<file path="src/rtl/irqc_pkg.sv">
package irqc_pkg;
  localparam int FLAG_W   = 7;
  localparam int IDX_W    = 4;
  localparam int B_SHDONE = 2;
  localparam int B_SHDATA = 3;
  localparam int B_SHCLK  = 4;
  localparam int B_T2     = 5;
  localparam int B_T1     = 6;

  localparam logic [FLAG_W-1:0] SRC_MASK = (FLAG_W'(1) << B_SHDONE) | (FLAG_W'(1) << B_SHDATA)
                                         | (FLAG_W'(1) << B_SHCLK)  | (FLAG_W'(1) << B_T2)
                                         | (FLAG_W'(1) << B_T1);
  localparam logic [FLAG_W-1:0] IRQ_MASK = (FLAG_W'(1) << B_SHDONE) | (FLAG_W'(1) << B_T2)
                                         | (FLAG_W'(1) << B_T1);
  localparam logic [FLAG_W-1:0] SHIFT_GRP = (FLAG_W'(1) << B_SHDONE) | (FLAG_W'(1) << B_SHDATA)
                                          | (FLAG_W'(1) << B_SHCLK);

  localparam logic [IDX_W-1:0] IDX_FLAG  = 4'd13;
  localparam logic [IDX_W-1:0] IDX_EN    = 4'd14;
  localparam logic [IDX_W-1:0] IDX_SHIFT = 4'd10;
  localparam logic [IDX_W-1:0] IDX_T1LO  = 4'd4;
  localparam logic [IDX_W-1:0] IDX_T2LO  = 4'd8;

  typedef struct packed {
    logic rd_flag;
    logic rd_en;
    logic wr_flag;
    logic wr_en;
    logic rd_shift;
    logic rd_t1;
    logic rd_t2;
  } acc_dec_t;
endpackage

</file>
<file path="src/rtl/irqc_decode.sv">
module irqc_decode
  import irqc_pkg::*;
(
  input  logic             acc_en,
  input  logic             acc_wr,
  input  logic [IDX_W-1:0] idx,
  output acc_dec_t         dec
);
  logic rd, wr;
  assign rd = acc_en & ~acc_wr;
  assign wr = acc_en & acc_wr;

  always_comb begin
    dec          = '0;
    dec.rd_flag  = rd && (idx == IDX_FLAG);
    dec.rd_en    = rd && (idx == IDX_EN);
    dec.wr_flag  = wr && (idx == IDX_FLAG);
    dec.wr_en    = wr && (idx == IDX_EN);
    dec.rd_shift = rd && (idx == IDX_SHIFT);
    dec.rd_t1    = rd && (idx == IDX_T1LO);
    dec.rd_t2    = rd && (idx == IDX_T2LO);
  end
endmodule

</file>
<file path="src/rtl/irqc_flags.sv">
module irqc_flags
  import irqc_pkg::*;
#(
  parameter int W = FLAG_W,
  parameter logic [W-1:0] PRESENT = SRC_MASK
) (
  input  logic         clk,
  input  logic         rst_n,
  input  logic [W-1:0] set_vec,
  input  logic [W-1:0] clr_vec,
  output logic [W-1:0] q
);
  for (genvar i = 0; i < W; i++) begin : g_bit
    if (PRESENT[i]) begin : g_reg
      logic r;
      always_ff @(posedge clk) begin
        if (!rst_n) r <= 1'b0;
        else        r <= (r & ~clr_vec[i]) | set_vec[i];
      end
      assign q[i] = r;

      AST_SET_WINS: assert property (@(posedge clk) disable iff (!rst_n)
        set_vec[i] |=> q[i]);
      AST_CLR_TAKES: assert property (@(posedge clk) disable iff (!rst_n)
        (clr_vec[i] && !set_vec[i]) |=> !q[i]);
    end else begin : g_tie
      assign q[i] = 1'b0;
    end
  end
endmodule

</file>
<file path="src/rtl/irqc_enable.sv">
module irqc_enable
  import irqc_pkg::*;
#(
  parameter int W = FLAG_W
) (
  input  logic         clk,
  input  logic         rst_n,
  input  logic         wr,
  input  logic [W:0]   wdata,
  output logic [W-1:0] q
);
  logic         mode_set;
  logic [W-1:0] sel;
  assign mode_set = wdata[W];
  assign sel      = wdata[W-1:0];

  always_ff @(posedge clk) begin
    if (!rst_n)       q <= '0;
    else if (wr) begin
      if (mode_set)   q <= q | sel;
      else            q <= q & ~sel;
    end
  end

  AST_EN_SET: assert property (@(posedge clk) disable iff (!rst_n)
    (wr && wdata[W]) |=> ((q & $past(wdata[W-1:0])) == $past(wdata[W-1:0])));
  AST_EN_CLR: assert property (@(posedge clk) disable iff (!rst_n)
    (wr && !wdata[W]) |=> ((q & $past(wdata[W-1:0])) == '0));
  AST_EN_HOLD: assert property (@(posedge clk) disable iff (!rst_n)
    !wr |=> $stable(q));
endmodule

</file>
<file path="src/rtl/irqc_readback.sv">
module irqc_readback
  import irqc_pkg::*;
(
  input  logic              clk,
  input  logic              rst_n,
  input  logic [FLAG_W-1:0] flags,
  input  logic [FLAG_W-1:0] enables,
  input  acc_dec_t          dec,
  output logic [7:0]        rdata,
  output logic              irq
);
  logic [FLAG_W-1:0] live;
  logic              pend_any;

  assign live     = flags & enables;
  assign pend_any = |live;
  assign irq      = |(live & IRQ_MASK);

  always_comb begin
    rdata = 8'h00;
    if (dec.rd_flag)     rdata = {pend_any, flags};
    else if (dec.rd_en)  rdata = {1'b1, enables};
  end

  AST_IRQ_IN_SUMMARY: assert property (@(posedge clk) disable iff (!rst_n)
    (dec.rd_flag && irq) |-> rdata[7]);
  AST_EN_TOP_BIT: assert property (@(posedge clk) disable iff (!rst_n)
    dec.rd_en |-> rdata[7]);
  AST_IRQ_SOURCES: assert property (@(posedge clk) disable iff (!rst_n)
    irq |-> (flags[B_SHDONE] || flags[B_T2] || flags[B_T1]));
endmodule

</file>
<file path="src/rtl/intr_flag_enable.sv">
module intr_flag_enable
  import irqc_pkg::*;
(
  input  logic       clk,
  input  logic       rst_n,
  input  logic       acc_en,
  input  logic       acc_wr,
  input  logic [3:0] acc_addr,
  input  logic [7:0] acc_wdata,
  output logic [7:0] acc_rdata,
  input  logic       evt_sh_done,
  input  logic       evt_sh_data,
  input  logic       evt_sh_clk,
  input  logic       evt_t2,
  input  logic       evt_t1,
  output logic       irq
);
  acc_dec_t          dec;
  logic [FLAG_W-1:0] set_vec, clr_vec, flags, enables;

  irqc_decode u_dec (
    .acc_en (acc_en),
    .acc_wr (acc_wr),
    .idx    (acc_addr),
    .dec    (dec)
  );

  always_comb begin
    set_vec           = '0;
    set_vec[B_SHDONE] = evt_sh_done;
    set_vec[B_SHDATA] = evt_sh_data;
    set_vec[B_SHCLK]  = evt_sh_clk;
    set_vec[B_T2]     = evt_t2;
    set_vec[B_T1]     = evt_t1;
  end

  always_comb begin
    clr_vec = '0;
    if (dec.wr_flag)  clr_vec = clr_vec | acc_wdata[FLAG_W-1:0];
    if (dec.rd_shift) clr_vec = clr_vec | SHIFT_GRP;
    if (dec.rd_t1)    clr_vec[B_T1] = 1'b1;
    if (dec.rd_t2)    clr_vec[B_T2] = 1'b1;
  end

  irqc_flags #(.W(FLAG_W), .PRESENT(SRC_MASK)) u_flags (
    .clk     (clk),
    .rst_n   (rst_n),
    .set_vec (set_vec),
    .clr_vec (clr_vec),
    .q       (flags)
  );

  irqc_enable #(.W(FLAG_W)) u_en (
    .clk   (clk),
    .rst_n (rst_n),
    .wr    (dec.wr_en),
    .wdata (acc_wdata),
    .q     (enables)
  );

  irqc_readback u_rb (
    .clk     (clk),
    .rst_n   (rst_n),
    .flags   (flags),
    .enables (enables),
    .dec     (dec),
    .rdata   (acc_rdata),
    .irq     (irq)
  );

  AST_RESET_QUIET: assert property (@(posedge clk)
    !rst_n |=> (!irq && flags == '0 && enables == '0));
  AST_IRQ_LAGS: assert property (@(posedge clk) disable iff (!rst_n)
    (!irq && !(|(set_vec & IRQ_MASK)) && !dec.wr_en) |=> !irq);
endmodule

</file>
<file path="config.mk">
export PLATFORM = sky130hd
export DESIGN_NAME = intr_flag_enable
export DESIGN_NICKNAME = d
export VERILOG_FILES = /design/src/rtl/irqc_pkg.sv /design/src/rtl/irqc_decode.sv /design/src/rtl/irqc_flags.sv /design/src/rtl/irqc_enable.sv /design/src/rtl/irqc_readback.sv /design/src/rtl/intr_flag_enable.sv
export SDC_FILE = /design/constraint.sdc
export NUM_CORES = 1
export LEC_CHECK = 0
export ABC_AREA = 1
export BUFFER_PORTS_ARGS = -buffer_cell sky130_fd_sc_hd__buf_2
export CORE_MARGIN = 8
export CORE_UTILIZATION = 45
export DETAILED_ROUTE_END_ITERATION = 10
export PLACE_DENSITY = 0.76
export REMOVE_ABC_BUFFERS = 1
export SKIP_CTS_REPAIR_TIMING = 1
export SYNTH_ARGS = -nofsm -noshare
export SYNTH_HDL_FRONTEND = slang
export SYNTH_SLANG_ARGS = --single-unit
</file>
<file path="constraint.sdc">
create_clock -name clk -period 2.1 [get_ports clk]
set_input_delay 0.63 -clock clk [delete_from_list [all_inputs] [get_ports clk]]
set_output_delay 0.63 -clock clk [all_outputs]
set_load 0.01 [all_outputs]
</file>
==> results of run 1 <==
-- kinds of logic after synthesis --
| family | Yosys count | synth area share [%] |
|---|---|---|
| compound gates | 19 | 14.2 |
| buf+inv | 24 | 14.0 |
| flops | 12 | 34.4 |
| simple gates | 57 | 37.5 |
-- layout by cell type, fill, tap and decap left out, types with 2 or more instances in the layout --
cell type	count
o21ai_1	3
buf_6	2
dfxtp_1	12
nor2_4	4
o22ai_1	3
buf_2	28
buf_4	3
clkbuf_4	3
nand3_1	21
nor2_1	5
inv_2	3
nand2_2	4
nand2_1	21
a21oi_1	12
inv_1	18
-- cell type report --
class	instances	area, um2
timing repair buffer	33	185
inverter	22	85.1
fill	130	518
clock buffer	4	36.3
multi-input combinational	76	404
tap	16	20.0
sequential	12	240
-- power by group --
part / internal (mW) / total, mW / switching, mW
sequential: 0.235 / 0.241 / 0.00572
clock: 0.106 / 0.198 / 0.0920
combinational: 0.0323 / 0.0748 / 0.0425
total: 0.373 / 0.513 / 0.140
-- Yosys cell counts (all sizes together) --
| cell type | count | area, um2 |
|---|---|---|
| inv | 22 | 82.6 |
| nand3 | 22 | 110 |
| nand2 | 26 | 100 |
| a21oi | 12 | 60.1 |
| buf | 1 | 11.3 |
| clkbuf | 1 | 3.75 |
| nor2 | 9 | 51.3 |
| o22ai | 3 | 18.8 |
| o21ai | 4 | 20.0 |
| dfxtp | 12 | 240 |
-- path summary, 6_finish.rpt --
kind / end / slack, ns / depth (start not counted) / start
hold reg to reg: flip-flop / 0.46 / 2 / flip-flop
hold / removal: flip-flop / 0.46 / 2 / flip-flop
setup reg to reg: u_flags.g_bit[6].g_reg.r$_SDFF_PN0_ / 1.44 / 2 / u_flags.g_bit[6].g_reg.r$_SDFF_PN0_
setup / recovery: acc_rdata[5] / 0.05 / 9 / acc_en
-- stage by stage --
| step | util [%] | cell area [um2] | hold WS (ns) | setup TNS, ns |
|---|---|---|---|---|
| final | 65.2 | 971 | 0.461 | 0 |
| after global routing | 65.2 | 971 | 0.496 | -0.0231 |
| after floorplan | - | 683 | 0.439 | 0 |
| after detailed placement | 58.5 | 871 | 0.456 | -0.255 |
| after CTS | 60.9 | 907 | 0.467 | -0.337 |
| after global placement | 58.5 | 871 | 0.448 | -0.172 |
-- critical path, delay by kind of cell --
kind	cells	cell delay (ns)
buf+inv	5	0.48
simple gates	3	0.25
compound gates	1	0.07
-- metal layers --
| metal | wire length (um) | vias up |
|---|---|---|
| met4 | 38 | 0 |
| li1 | - | 430 |
| met2 | 924 | 21 |
| met1 | 914 | 364 |
| met3 | 123 | 5 |
| met5 | 0 | - |
==> metrics.txt, run 1 <==
status finished clean; worst slew pin tran 0.391 ns; Area Overhead vs Synth 39.1%; max incr delay on CP approximately 0.15 ns; setup violators final 0; Synthesis Warnings 0; CP Capture Type output pin; CTS buffer count 3; pre-CTS WS -0.0688 ns; Final period util a little over nine tenths; Max Buffers Root-to-Sink 2; final WL 2000 um; first-pass GRT wire length roughly 3300 um; vias in the first global route 800; clk_lat worst skew about 0.28 ns; post-synthesis sequential area ratio roughly a third; Clock transition at path regs roughly 0.080 ns; Layout Cells excl Fill around 160; share of layout cells above drive strength 1 ~35%; remaining antenna violation count 0; initial antenna violation count 0; # rows 14; DRT Pass-1 Iters 4; port bufs 29; Worst Hold Class flip-flop to flip-flop; DPL Wire Length between 1500 and 2000 um; crit-path cells buf_2, inv_2, nor2_4, buf_6, nand2_4, inv_4, nand2_1, o21ai_1, buf_2; Power Dens Cells 529 mW/mm2; DR DRC count 0; routed len/inst 12.3 um; met3 Track Usage GR 3.88%; vias per cell 5.03; Syn Std Cell Area approximately 700 um2; 1st-iter DRT viols 15; worst-case clock skew 0 ns; Worst Path Required 1.47 ns; Lkg Pwr between 0.4 and 0.5 nW; grt ovf 0; Max Freq 0.487 GHz; Layout Nets approximately 170; CP max stage cell buf_2; met2 usage roughly a fifth; Core Box Area 0.00149 mm2; most used cell, CP buf_2; Period minus WS final approximately 2.1 ns; worst setup margin between 0.04 and 0.05 ns; largest net degree at the start of global routing 15; nature of the critical path startpoint primary input; Overall Power ~0.51 mW; worst ir drop on vdd roughly 0.48 mV; Synth Instances ~110; die width 55.4 um; Ports 30; GR Util met1 a little over an eighth; Max Slew Vio Count 0; Starting Density between 40% and 50%; CTS tree yes; CP max FO 4; Tot GR Track Use roughly 12%; placed cells roughly 160; final hold vios 0; Worst slew margin approximately 74%; die height roughly 55 um; number of synthesized register bits 12; Most Used Layer, Global Route met2; # Max-Cap Violations 0; ant diodes 0; Max H-tree Level 1; crit path kind primary input to output pin; Cell variety after synth 14; Clock Sinks 12; Vias slightly above 800; CP arrival about 1.4 ns; Die Area approximately 0.0031 mm2; GPL Wtd Cong roughly 0.78; Mapped Avg Cell Area between 6 and 7 um2; CTS root buf clkbuf_4
Power figures use the tool's default switching activity.
==> run 2: changes to the inputs <==
ABC_AREA = default   (was 1)
==> run 2 against run 1 <==
Effect of this change:
- the run now ends with setup timing left
- final area rose by 0.64%
- wire length fell by 6.6%
- critical path type unchanged
- register-to-register slack got worse by 0.18 ns
==> metrics.txt, run 2 <==
ranking of synthesized cells by area dfxtp_1, mux2i_1, o221a_2 (was dfxtp_1, nand3_1, nand2_1); CP Capture Type output pin (unchanged); DR DRC count 0 (unchanged); Starting Density 47.3% (was 46.9%); Clock Sinks 12 (unchanged); setup violators final 8 (was 0); Lkg Pwr 0.496 nW (was 0.451 nW); Synth Instances 75 (was 112); CTS root buf clkbuf_4 (unchanged); share of layout cells above drive strength 1 46.0% (was 35.4%); post-synthesis sequential area ratio 34.1% (was 34.4%); ant diodes 0 (unchanged); routed len/inst 14.5 um (was 12.3 um); Tot GR Track Use 11.9% (was 12.4%); Layout Nets 136 (was 169); DRT Pass-1 Iters 4 (unchanged); Power Dens Cells 464 mW/mm2 (was 529 mW/mm2); worst-case clock skew 0 ns (unchanged); CTS tree yes (unchanged); Clock transition at path regs 0.07 ns (was 0.08 ns); Die Area 0.00309 mm2 (was 0.00307 mm2); number of synthesized register bits 12 (unchanged); remaining antenna violation count 0 (unchanged); die width 55.6 um (was 55.4 um); Mapped Avg Cell Area 9.39 um2 (was 6.23 um2); Post-synth EDFFs 0 (unchanged); DPL Wire Length 1460 um (was 1520 um); first-pass GRT wire length 3220 um (was 3260 um); GPL Wtd Cong 0.759 (was 0.775); # rows 14 (unchanged); max incr delay on CP 0.27 ns (was 0.15 ns); final WL 1870 um (was 2000 um); violated checks setup timing; Synth area leader dfxtp_1 (unchanged); asr flop ratio synth 0% (unchanged); initial antenna violation count 0 (unchanged); largest net degree at the start of global routing 14 (was 15); CTS buffer count 3 (unchanged); vias per cell 5.54 (was 5.03); Syn Std Cell Area 704 um2 (was 698 um2); most used cell, CP buf_2 (unchanged); Worst Path Required 1.47 ns (about the same); nature of the critical path startpoint primary input (unchanged); RSZ-0062 raised after global routing yes; die height 55.6 um (was 55.4 um); Overall Power 0.453 mW (was 0.513 mW); worst slew pin tran 0.425 ns (was 0.391 ns); CP max stage cell and4b_2 (was buf_2); Fill cells 131 (was 130); Max Buffers Root-to-Sink 2 (unchanged); CP max FO 8 (was 4); grt ovf 0 (unchanged); Worst Hold Class flip-flop to flip-flop (unchanged); Max Slew Vio Count 0 (unchanged); Cell variety after synth 26 (was 14); worst ir drop on vdd 0.327 mV (was 0.478 mV); crit path kind primary input to output pin (unchanged); top post-synthesis cells by count dfxtp_1, nand2_1, mux2i_1, nand3_1 (was nand2_1, nand3_1, inv_1, a21oi_1, dfxtp_1); Synth top area share 34.1% (was 34.4%); crit-path cells buf_2, and3b_1, and4b_2, a22o_1, buf_2 (was buf_2, inv_2, nor2_4, buf_6, nand2_4, inv_4, nand2_1, o21ai_1, buf_2); worst setup margin -0.117 ns (was 0.0454 ns); Final period util 106% (was 97.8%); status finished with violations (was finished clean); CP arrival 1.59 ns (was 1.42 ns); 1st-iter DRT viols 12 (was 15); top-count cell post-synth dfxtp_1 (was nand2_1); fin util 65.6% (was 65.2%); Max H-tree Level 1 (unchanged); Period minus WS final 2.22 ns (was 2.05 ns); Worst slew margin 71.6% (was 73.9%); port bufs 29 (unchanged); Core Box Area 0.00149 mm2 (unchanged); Ports 30 (unchanged); clk_lat worst skew 0.26 ns (was 0.28 ns); ys flop type dfxtp_1 (unchanged); Vias 715 (was 820); final hold vios 0 (unchanged); most common cell after layout, fill and taps aside buf_2 (unchanged); vias in the first global route 755 (was 800); Synthesis Warnings 0 (unchanged); # Max-Cap Violations 0 (unchanged); Area Overhead vs Synth 38.7% (was 39.1%); Max Freq 0.451 GHz (was 0.487 GHz); commonest cells after routing, fill and taps aside buf_2, dfxtp_1, nand2_1 (was buf_2, nand2_1, nand3_1)
run 2: cell types whose count changed in the layout (fill, tap and decap cells not counted), sizes merged, moves of 7 or more:
cell	before	now
mux2i	0	7
nand3	22	7
nor2	9	0
nand2	26	10
a21oi	12	0
inv	22	1
run 2: power by group:
part / internal [mW] / switching (mW) / total (mW) / leakage [nW]
Sequential: 0.235 / 0.00509 / 0.240 / 0.0983
Clock: 0.0661 / 0.0683 / 0.134 / 0.0138
Combinational: 0.0451 / 0.0335 / 0.0786 / 0.383
Total: 0.346 / 0.107 / 0.453 / 0.496
run 2: cell families after synthesis:
logic type | count (synthesis) | share of synthesized area (%)
muxes | 7 | 9.95
buffers and inverters | 5 | 4.08
and+or+nand+nor | 33 | 28.2
AOI/OAI and AO/OA | 18 | 23.6
DFF | 12 | 34.1
run 2: worst paths after layout:
check,start,to,depth (start not counted),slack [ns]
setup / recovery,acc_addr[3],acc_rdata[2],5,-0.12
hold / removal,flip-flop,flip-flop,2,0.47
setup reg to reg,u_flags.g_bit[3].g_reg.r$_SDFF_PN0_,u_flags.g_bit[3].g_reg.r$_SDFF_PN0_,2,1.26
hold reg to reg,flip-flop,flip-flop,2,0.47
run 2: layer usage:
layer	track usage [%]	up-vias	wire [um]
met5	0	-	0
met4	4.23	0	0
met3	4.34	0	136
met2	18.8	18	868
met1	14.4	337	864
li1	-	360	-
run 2: through the flow:
step | cells | cell area (um2) | hold slack, ns | setup slack [ns] | setup TNS (ns)
floorplan | 71 | 679 | 0.434 | -0.0490 | -0.313
global placement | 124 | 905 | 0.443 | -0.168 | -1.15
detailed placement | 124 | 905 | 0.461 | -0.184 | -1.18
CTS | 127 | 927 | 0.469 | -0.187 | -1.23
global route | 129 | 977 | 0.499 | -0.192 | -1.22
finish | 129 | 977 | 0.471 | -0.117 | -0.714
run 2: area by class of cell:
type / instances / area (um2) / area share [%]
Sequential cell: 12 / 240 / 24.6
Tap cell: 16 / 20.0 / 2.05
Timing Repair Buffer: 39 / 249 / 25.5
Inverter: 1 / 3.75 / 0.384
Multi-Input combinational cell: 58 / 442 / 45.2
Clock buffer: 3 / 22.5 / 2.30
run 2: worst max-delay path: cells and delay by family:
family	cells	cell delay (ns)
simple gates	2	0.45
buf+inv	2	0.25
compound gates	1	0.26
